[src/rtl/rxb_pkg.sv]
package rxb_pkg;
  localparam int STAT_W  = 8;
  localparam int ST_RXC  = 0;
  localparam int ST_FERR = 1;
  localparam int ST_PERR = 2;
  localparam int ST_OVF  = 3;
  // per-entry side bits appended below the character bits
  localparam int SIDE_W  = 2;
  localparam int SIDE_FE = 1;
  localparam int SIDE_PE = 0;
endpackage

[src/rtl/rxb_hold.sv]
module rxb_hold #(
  parameter int WIDTH = 10
) (
  input  logic             clk,
  input  logic             rst,
  input  logic             load,
  input  logic             take,
  input  logic [WIDTH-1:0] din,
  output logic             vld,
  output logic [WIDTH-1:0] dout
);
  always_ff @(posedge clk) begin
    if (rst) begin
      vld <= 1'b0;
    end else if (load) begin
      vld <= 1'b1;
    end else if (take) begin
      vld <= 1'b0;
    end
  end

  always_ff @(posedge clk) begin
    if (rst) begin
      dout <= '0;
    end else if (load) begin
      dout <= din;
    end
  end
endmodule

[src/rtl/rxb_fifo.sv]
module rxb_fifo #(
  parameter int WIDTH = 10,
  parameter int DEPTH = 2
) (
  input  logic                       clk,
  input  logic                       rst,
  input  logic                       push,
  input  logic                       pop,
  input  logic [WIDTH-1:0]           wdata,
  output logic [WIDTH-1:0]           head,
  output logic [$clog2(DEPTH+1)-1:0] count,
  output logic                       full,
  output logic                       empty
);
  localparam int PTR_W = (DEPTH > 1) ? $clog2(DEPTH) : 1;
  localparam int CNT_W = $clog2(DEPTH + 1);
  localparam logic [PTR_W-1:0] LAST = PTR_W'(DEPTH - 1);

  logic [WIDTH-1:0] mem [DEPTH];
  logic [PTR_W-1:0] wr_ptr, rd_ptr;

  always_ff @(posedge clk) begin
    if (push) begin
      mem[wr_ptr] <= wdata;
    end
  end

  always_ff @(posedge clk) begin
    if (rst) begin
      wr_ptr <= '0;
      rd_ptr <= '0;
      count  <= '0;
    end else begin
      if (push) begin
        wr_ptr <= (wr_ptr == LAST) ? '0 : wr_ptr + 1'b1;
      end
      if (pop) begin
        rd_ptr <= (rd_ptr == LAST) ? '0 : rd_ptr + 1'b1;
      end
      case ({push, pop})
        2'b10:   count <= count + CNT_W'(1);
        2'b01:   count <= count - CNT_W'(1);
        default: count <= count;
      endcase
    end
  end

  assign head  = mem[rd_ptr];
  assign full  = (count == CNT_W'(DEPTH));
  assign empty = (count == '0);
endmodule

[src/rtl/rxb_flags.sv]
module rxb_flags (
  input  logic clk,
  input  logic rst,
  input  logic push,
  input  logic pop,
  input  logic left_after_pop,
  input  logic w1c,
  input  logic ovf_set,
  output logic rxc,
  output logic ovf
);
  always_ff @(posedge clk) begin
    if (rst) begin
      rxc <= 1'b0;
    end else if (push) begin
      rxc <= 1'b1;
    end else if (w1c) begin
      rxc <= 1'b0;
    end else if (pop) begin
      rxc <= left_after_pop;
    end
  end

  always_ff @(posedge clk) begin
    if (rst) begin
      ovf <= 1'b0;
    end else if (ovf_set) begin
      ovf <= 1'b1;
    end else if (pop) begin
      ovf <= 1'b0;
    end
  end
endmodule

[src/rtl/uart_rx_buffer.sv]
module uart_rx_buffer #(
  parameter int DATA_W = 8,
  parameter int DEPTH  = 2
) (
  input  logic              clk,
  input  logic              rst,
  input  logic              char_done,
  input  logic [DATA_W-1:0] char_data,
  input  logic              char_stop,
  input  logic              char_par_bad,
  input  logic              start_det,
  input  logic              data_rd,
  input  logic              stat_wr,
  input  logic [7:0]        stat_wdata,
  input  logic              par_en,
  input  logic              rxc_ie,
  output logic [DATA_W-1:0] data_out,
  output logic [7:0]        status,
  output logic              rxc_irq
);
  import rxb_pkg::*;

  localparam int ENT_W = DATA_W + SIDE_W;
  localparam int CNT_W = $clog2(DEPTH + 1);

  logic [ENT_W-1:0] new_ent, pend_ent, head_ent;
  logic             pend_vld, push, pop, full, empty;
  logic [CNT_W-1:0] fill_cnt;
  logic             rxc_q, ovf_q, ovf_set, w1c, left_after_pop;

  // Side bits: frame error is an inverted first stop bit.
  assign new_ent = {char_data, ~char_stop, char_par_bad};

  assign pop  = data_rd & ~empty;
  assign push = pend_vld & (~full | pop);

  assign ovf_set        = start_det & full & pend_vld;
  assign w1c            = stat_wr & stat_wdata[ST_RXC];
  assign left_after_pop = (fill_cnt != CNT_W'(1));

  rxb_hold #(.WIDTH(ENT_W)) u_hold (
    .clk  (clk),
    .rst  (rst),
    .load (char_done),
    .take (push),
    .din  (new_ent),
    .vld  (pend_vld),
    .dout (pend_ent)
  );

  rxb_fifo #(.WIDTH(ENT_W), .DEPTH(DEPTH)) u_fifo (
    .clk   (clk),
    .rst   (rst),
    .push  (push),
    .pop   (pop),
    .wdata (pend_ent),
    .head  (head_ent),
    .count (fill_cnt),
    .full  (full),
    .empty (empty)
  );

  rxb_flags u_flags (
    .clk            (clk),
    .rst            (rst),
    .push           (push),
    .pop            (pop),
    .left_after_pop (left_after_pop),
    .w1c            (w1c),
    .ovf_set        (ovf_set),
    .rxc            (rxc_q),
    .ovf            (ovf_q)
  );

  always_comb begin
    status          = '0;
    status[ST_RXC]  = rxc_q;
    status[ST_FERR] = ~empty & head_ent[SIDE_FE];
    status[ST_PERR] = ~empty & par_en & head_ent[SIDE_PE];
    status[ST_OVF]  = ovf_q;
  end

  assign data_out = empty ? '0 : head_ent[ENT_W-1:SIDE_W];
  assign rxc_irq  = rxc_q & rxc_ie;
endmodule

[config.mk]
export PLATFORM = sky130hd
export DESIGN_NAME = uart_rx_buffer
export DESIGN_NICKNAME = d
export VERILOG_FILES = /design/src/rtl/rxb_pkg.sv /design/src/rtl/rxb_hold.sv /design/src/rtl/rxb_fifo.sv /design/src/rtl/rxb_flags.sv /design/src/rtl/uart_rx_buffer.sv
export SDC_FILE = /design/constraint.sdc
export NUM_CORES = 1
export LEC_CHECK = 0
export BUFFER_PORTS_ARGS = -buffer_cell sky130_fd_sc_hd__buf_2
export CORE_MARGIN = 2
export CORE_UTILIZATION = 51
export CTS_CLUSTER_DIAMETER = 150
export DETAILED_ROUTE_END_ITERATION = 10
export PLACE_DENSITY = 0.79
export SYNTH_ARGS = -nofsm -noshare
export SYNTH_HDL_FRONTEND = slang
export SYNTH_HIERARCHICAL = 1
export SYNTH_SLANG_ARGS = --single-unit
[constraint.sdc]
create_clock -name clk -period 2.01 [get_ports clk]
set_clock_uncertainty 0.05 [all_clocks]
set_input_delay 0.402 -clock clk [delete_from_list [all_inputs] [get_ports clk]]
set_output_delay 0.402 -clock clk [all_outputs]
set_load 0.01 [all_outputs]
# Yosys cells after proc, flatten, opt, wreduce, memory -nomap -nowiden
# Memories as Yosys holds them, arrays and structs flattened. A register that Yosys moved wholly into a read port is not among the register bits.
# Cells that the tools add are included.
[op_classes] bitwise_logic=13 n_mux=15 n_eq_ne=4 addsub=4 reduce_logical=5
[op_table] op="2-to-1 mux 1 bit" count=13
[op_table] op="bitwise AND 1 bit" count=9
[op_table] op="2-to-1 mux 8 bit" count=1
[op_table] op="nonzero test 2 bit" count=3
[op_table] op="== test 2 bit, second input constant" count=2
[op_table] op="case mux 2 bit (2 select lines)" count=1
[op_table] op="NOT 1 bit" count=3
[op_table] op="nonzero test 3 bit" count=1
[op_table] op="adder 1 bit, second input constant" count=2
[op_table] op="adder 2 x 1 -> 2 bit, second input constant" count=1
[op_table] op="== test 2 x 1 -> 1 bit, second input constant" count=1
[op_table] op="zero test 2 bit" count=1
[op_table] op="!= test 2 x 1 -> 1 bit, second input constant" count=1
[op_table] op="subtractor 2 x 1 -> 2 bit, second input constant" count=1
[op_table] op="bitwise OR 1 bit" count=1
[word_totals] mem_bits_rw=20 inputBits=26 word_cells=49 regBits=17 n_memories=1 output_inout_bits=17
[memory_table] memory="u_fifo.mem" words=2 word_bits=10 read_ports=1 rd_clocked_by_memory_dff=1 wr=1 line="rxb_fifo.sv:19" source="logic [WIDTH-1:0] mem [DEPTH];"

# Logic depth before layout (Yosys ltp)
[depth] depth_word=7 depth_mapped=8 depth_no_buf=8

# Hierarchy
# The synthesis kept the hierarchy.
[by_module_without_submodules] module="rxb_fifo" seq_area_each_um2=700.7 instances=1 area_each_um2=923.4 cells_each=53
[by_module_without_submodules] module="rxb_hold" seq_area_each_um2=220.2 instances=1 area_each_um2=389.1 cells_each=36
[by_module_without_submodules] module="uart_rx_buffer" seq_area_each_um2=0.0 instances=1 area_each_um2=197.7 cells_each=27
[by_module_without_submodules] module="rxb_flags" seq_area_each_um2=40.0 instances=1 area_each_um2=83.8 cells_each=8

# Worst setup path after synthesis
# Ideal clock, no wire load.
[synth_path] path_type="register -> register" from="register u_fifo.count[0]" to="register u_fifo.count[1]" path_stages_with_launch=8 t_required_ns=1.890 arrival_time_ns=1.709 synth_period_minus_slack_ns=1.829 n_path_buf=0 setup_slack_ns=0.181 setup_time_ns=0.070 path_cell_list="dfxtp_1 > nor2_1 > nor2b_2 > o21a_1 > inv_1 > ha_1 > or3_1 > a21oi_1"
[synth_between] elab_chain_cells=7 elab_cells_between_ends=13 classes_between="add/sub (2); eq/ne (3); mux (1); bitwise (5); reduce/logical (2)"
[synth_rtl] element="from (decl)" line="rxb_fifo.sv:11" source="output logic [$clog2(DEPTH+1)-1:0] count,"
[synth_rtl] element="from (signal assigned)" line="rxb_fifo.sv:41" source="2'b10: count <= count + CNT_W'(1);"
[synth_rtl] element="from (signal assigned)" line="rxb_fifo.sv:42" source="2'b01: count <= count - CNT_W'(1);"
[synth_rtl] element="from (signal assigned)" line="rxb_fifo.sv:43" source="default: count <= count;"
[synth_rtl] element="zero test 2 bit *" line="rxb_fifo.sv:50" source="assign empty = (count == '0);"
[synth_rtl] element="via empty" line="uart_rx_buffer.sv:27" source="logic pend_vld, push, pop, full, empty;"
[synth_rtl] element="NOT 1 bit *" line="uart_rx_buffer.sv:34" source="assign pop = data_rd & ~empty;"
[synth_rtl] element="bitwise AND 1 bit *" line="uart_rx_buffer.sv:34"
[synth_rtl] element="via pop" line="uart_rx_buffer.sv:27"
[synth_rtl] element="bitwise OR 1 bit *" line="uart_rx_buffer.sv:35" source="assign push = pend_vld & (~full | pop);"
[synth_rtl] element="bitwise AND 1 bit *" line="uart_rx_buffer.sv:35"
[synth_rtl] element="via push" line="uart_rx_buffer.sv:27"
[synth_rtl] element="== test 2 x 1 -> 1 bit or == test 2 bit (tied branches)" line="rxb_fifo.sv:40" source="case ({push, pop})"
[synth_rtl] element="case mux 2 bit (2 select lines) or nonzero test 2 bit (tied branches)"
# Mark *: on every way through the listed nets, which the timed path passes. The rest lies on a longest branch.
# A chain may end at the register's enable or synchronous reset.

==> flow_metrics.env <==
export IMPL_max_clock_freq_ghz=0.537
export IMPL_combinational_family_with_the_most_area_after_synthesis="multiplexers"
export IMPL_worst_path_max_fanout=10
export IMPL_cts_tree="yes"
export IMPL_grt_pass1_wl_mm=3.82
export IMPL_postSynthRegisterBits=38
export IMPL_crit_slowest_cell="dfxtp_4"
export IMPL_count_of_different_cell_masters_after_synthesis=25
export IMPL_tns_ns=0
export IMPL_clk_path_buf_depth=2
export IMPL_vias_per_cell=4.83
export IMPL_total_power_mw=1.95
export IMPL_power_density_nw_per_um2=1070
export IMPL_post_synth_xor_area_fraction_pct=2.20
export IMPL_ordered_list_of_cells_on_the_worst_path="mux2_2 -> nor2b_2 -> buf_2"
export IMPL_postCtsSetupBuffers=0
export IMPL_hold_buffers=0
export IMPL_antenna_found_initial=0
export IMPL_area_growth_pct=14.8
export IMPL_peakVddDrop_v=0.000507
export IMPL_seq_area_frac_synth_pct=60.3
export IMPL_tritoncts_num_buffers=5
export IMPL_final_net_count=189
export IMPL_grt_start_max_net_pins=20
export IMPL_syn_area_per_cell_um2=12.9
export IMPL_timing_setup_critical_path_class="flop to output pin"
export IMPL_final_setup_viol_count=0
export IMPL_drive_above_1_share_pct=41.7
export IMPL_yosys_area_share_simple_pct=14.0
export IMPL_cts_root_buf="clkbuf_4"
export IMPL_die_x_um=59.9
export IMPL_critPathCaptureType="output pin"
export IMPL_drt_total_wl_mm=2.46
export IMPL_area_inside_the_core_boundary_um2=3000
export IMPL_rows=20
export IMPL_worst_hold_class="input port to flop"
export IMPL_syn_area_um2=1590
export IMPL_remaining_drc_errors=0
export IMPL_maxSlewViolCount=0
export IMPL_detailedRoute_firstIterationViolations=7
export IMPL_start_kind="flop"
export IMPL_worst_endpoint_arrival_ns=1.41
export IMPL_worst_setup_hold_path_clk_slew_ns=0.10
export IMPL_post_drt_wl_per_cell_um=12.6
export IMPL_crit_path_max_incr_delay_ns=0.45
export IMPL_synthMuxAreaShare_pct=14.0
export IMPL_track_usage_pct=15.0
export IMPL_grt_pass1_vias=870
export IMPL_min_period_over_period_pct=92.6
export IMPL_cts_sinks=38
export IMPL_nFillCells=254
export IMPL_critical_path_required_ns=1.56
export IMPL_place_hpwl_mm=1.79
export IMPL_drt_pre_antenna_iters=3
export IMPL_synth_compound_area_share_pct=2.51
export IMPL_final_hold_violation_count=0
export IMPL_total_leakage_power_nw=0.785
export IMPL_floorplan_die_area_um2=3590
export IMPL_clock_latency_ns=0.32
export IMPL_critical_path_buf_inv_count=1
export IMPL_io_buffers=31
export IMPL_count_of_antenna_diodes_in_the_layout=0
export IMPL_antenna_nets_post_route=0
export IMPL_floorplan_initialDensity_pct=53.1
export IMPL_grt_setup_unrepaired="false"
export IMPL_via_count=947
export IMPL_outcome="finished, final reports clean"
export IMPL_gpl_final_weighted_congestion=0.771
export IMPL_post_synth_fa_ha_maj_area_fraction_pct=0.785
export IMPL_post_synth_inst_count=124
export IMPL_period_needed_ns=1.86
export IMPL_top_level_ports=43
export IMPL_path_delay_family="flip-flops"
export IMPL_grt_overflow_total=0
export IMPL_max_cap_violations=0
export IMPL_ys_warn_count=6
export IMPL_die_boundary_height_um=59.9
export IMPL_cts_htree_levels=2
-- layout make-up --
| type | instances | area [um2] | area share (%) |
|---|---|---|---|
| sequential | 38 | 965 | 52.7 |
| multi-input combinational | 74 | 548 | 29.9 |
| timing repair buffer | 38 | 208 | 11.3 |
| clock buffer | 6 | 41.3 | 2.26 |
| tap | 33 | 41.3 | 2.26 |
| inverter | 5 | 18.8 | 1.03 |
| clock inverter | 2 | 8.76 | 0.478 |
-- layout by cell type, fill, tap and decap left out, types with 5 or more instances in the layout --
cell type  netlist  final
buf_2            2     31
buf_4            6      7
clkbuf_4         0      5
dfxtp_1         18     17
edfxtp_1        20     20
inv_1            5      5
mux2_2          10     10
mux2i_1         11     11
nor2_1          16     16
nor2b_2         10     10
-- report_power, final --
part / internal [mW] / switching, mW
combinational: 0.312 / 0.289
sequential: 0.920 / 0.0752
clock: 0.132 / 0.226
total: 1.36 / 0.590
-- worst min-delay path, stage by stage --
cell	delay [ns]
buf_2	0.08
mux2i_1	0.05
nor2_1	0.07
-- Yosys cell counts --
master    count  area (um2)
ha_1          1        12.5
mux2_2       10         113
xor2_1        1        8.76
nor2b_2      10        87.6
and3_1        1        6.26
o31ai_2       1        12.5
mux2i_1      11         110
dfxtp_1      18         360
and2_1        3        18.8
a21oi_1       3        15.0
edfxtp_1     20         601
nand2b_1      4        25.0
and2b_2       1        8.76
o21ai_0       1        5.00
buf_6         2        22.5
inv_1         5        18.8
nor2_2        1        6.26
buf_4         6        45.0
nand2_1       1        3.75
nor2_1       16        60.1
buf_2         2        10.0
xnor2_1       3        26.3
or3_1         1        6.26
o21a_1        1        7.51
conb_1        1        3.75
-- state kept, by name, indices dropped and copies added (netlist names), named ones only --
signal,count
u_flags/rxc,1
u_fifo/rd_ptr,1
u_fifo/count,2
u_hold/dout,10
u_fifo/mem,20
u_fifo/wr_ptr,1
u_flags/ovf,1
u_hold/vld,1
-- per-stage QoR --
stage	hold slack [ns]	setup WS, ns	cells	util (%)	cell area (um2)
floorplan	0.375	0.181	127	-	1610
global placement	0.381	0.236	188	59.2	1780
detailed placement	0.391	0.181	188	59.2	1780
CTS	0.242	0.0431	196	60.9	1830
global route	0.251	0.0407	196	61.0	1830
finish	0.253	0.149	196	61.0	1830
-- repair_timing --
item	CTS	global route
pin swaps	0	0
endpoints found under the setup margin	10	1
hold endpoints to repair	0	0
gates resized for setup	1	1
-- worst paths after layout --
check | from | end | slack (ns) | cells after the start
worst max-delay path | flop | status[1] | 0.15 | 3
worst min-delay path | char_data[3] | u_hold/dout[5]$_SDFFE_PP0P_ | 0.25 | 3
worst max register to register | u_fifo/count[0]$_SDFFE_PP0P_ | u_fifo/count[1]$_SDFFE_PP0P_ | 0.15 | 7
worst min register to register | u_hold/dout[4]$_SDFFE_PP0P_ | u_fifo/mem[1][4]$_DFFE_PP_ | 0.42 | 0
-- per-layer routing --
layer / wire length (um) / GRT usage [%] / vias up
li1: - / - / 482
met1: 1030 / 16.1 / 434
met2: 1250 / 26.1 / 26
met3: 153 / 4.98 / 5
met4: 32 / 7.62 / 0
met5: 0 / 0 / -
-- cell families after synthesis --
group,count (synthesis)
other,1
buffers and inverters,15
adders and majority gates,1
and+or+nand+nor,38
AOI/OAI and AO/OA,6
muxes,21
xor gates and xnor gates,4
DFF,38
Note: power is estimated with default switching activity, not from simulation.
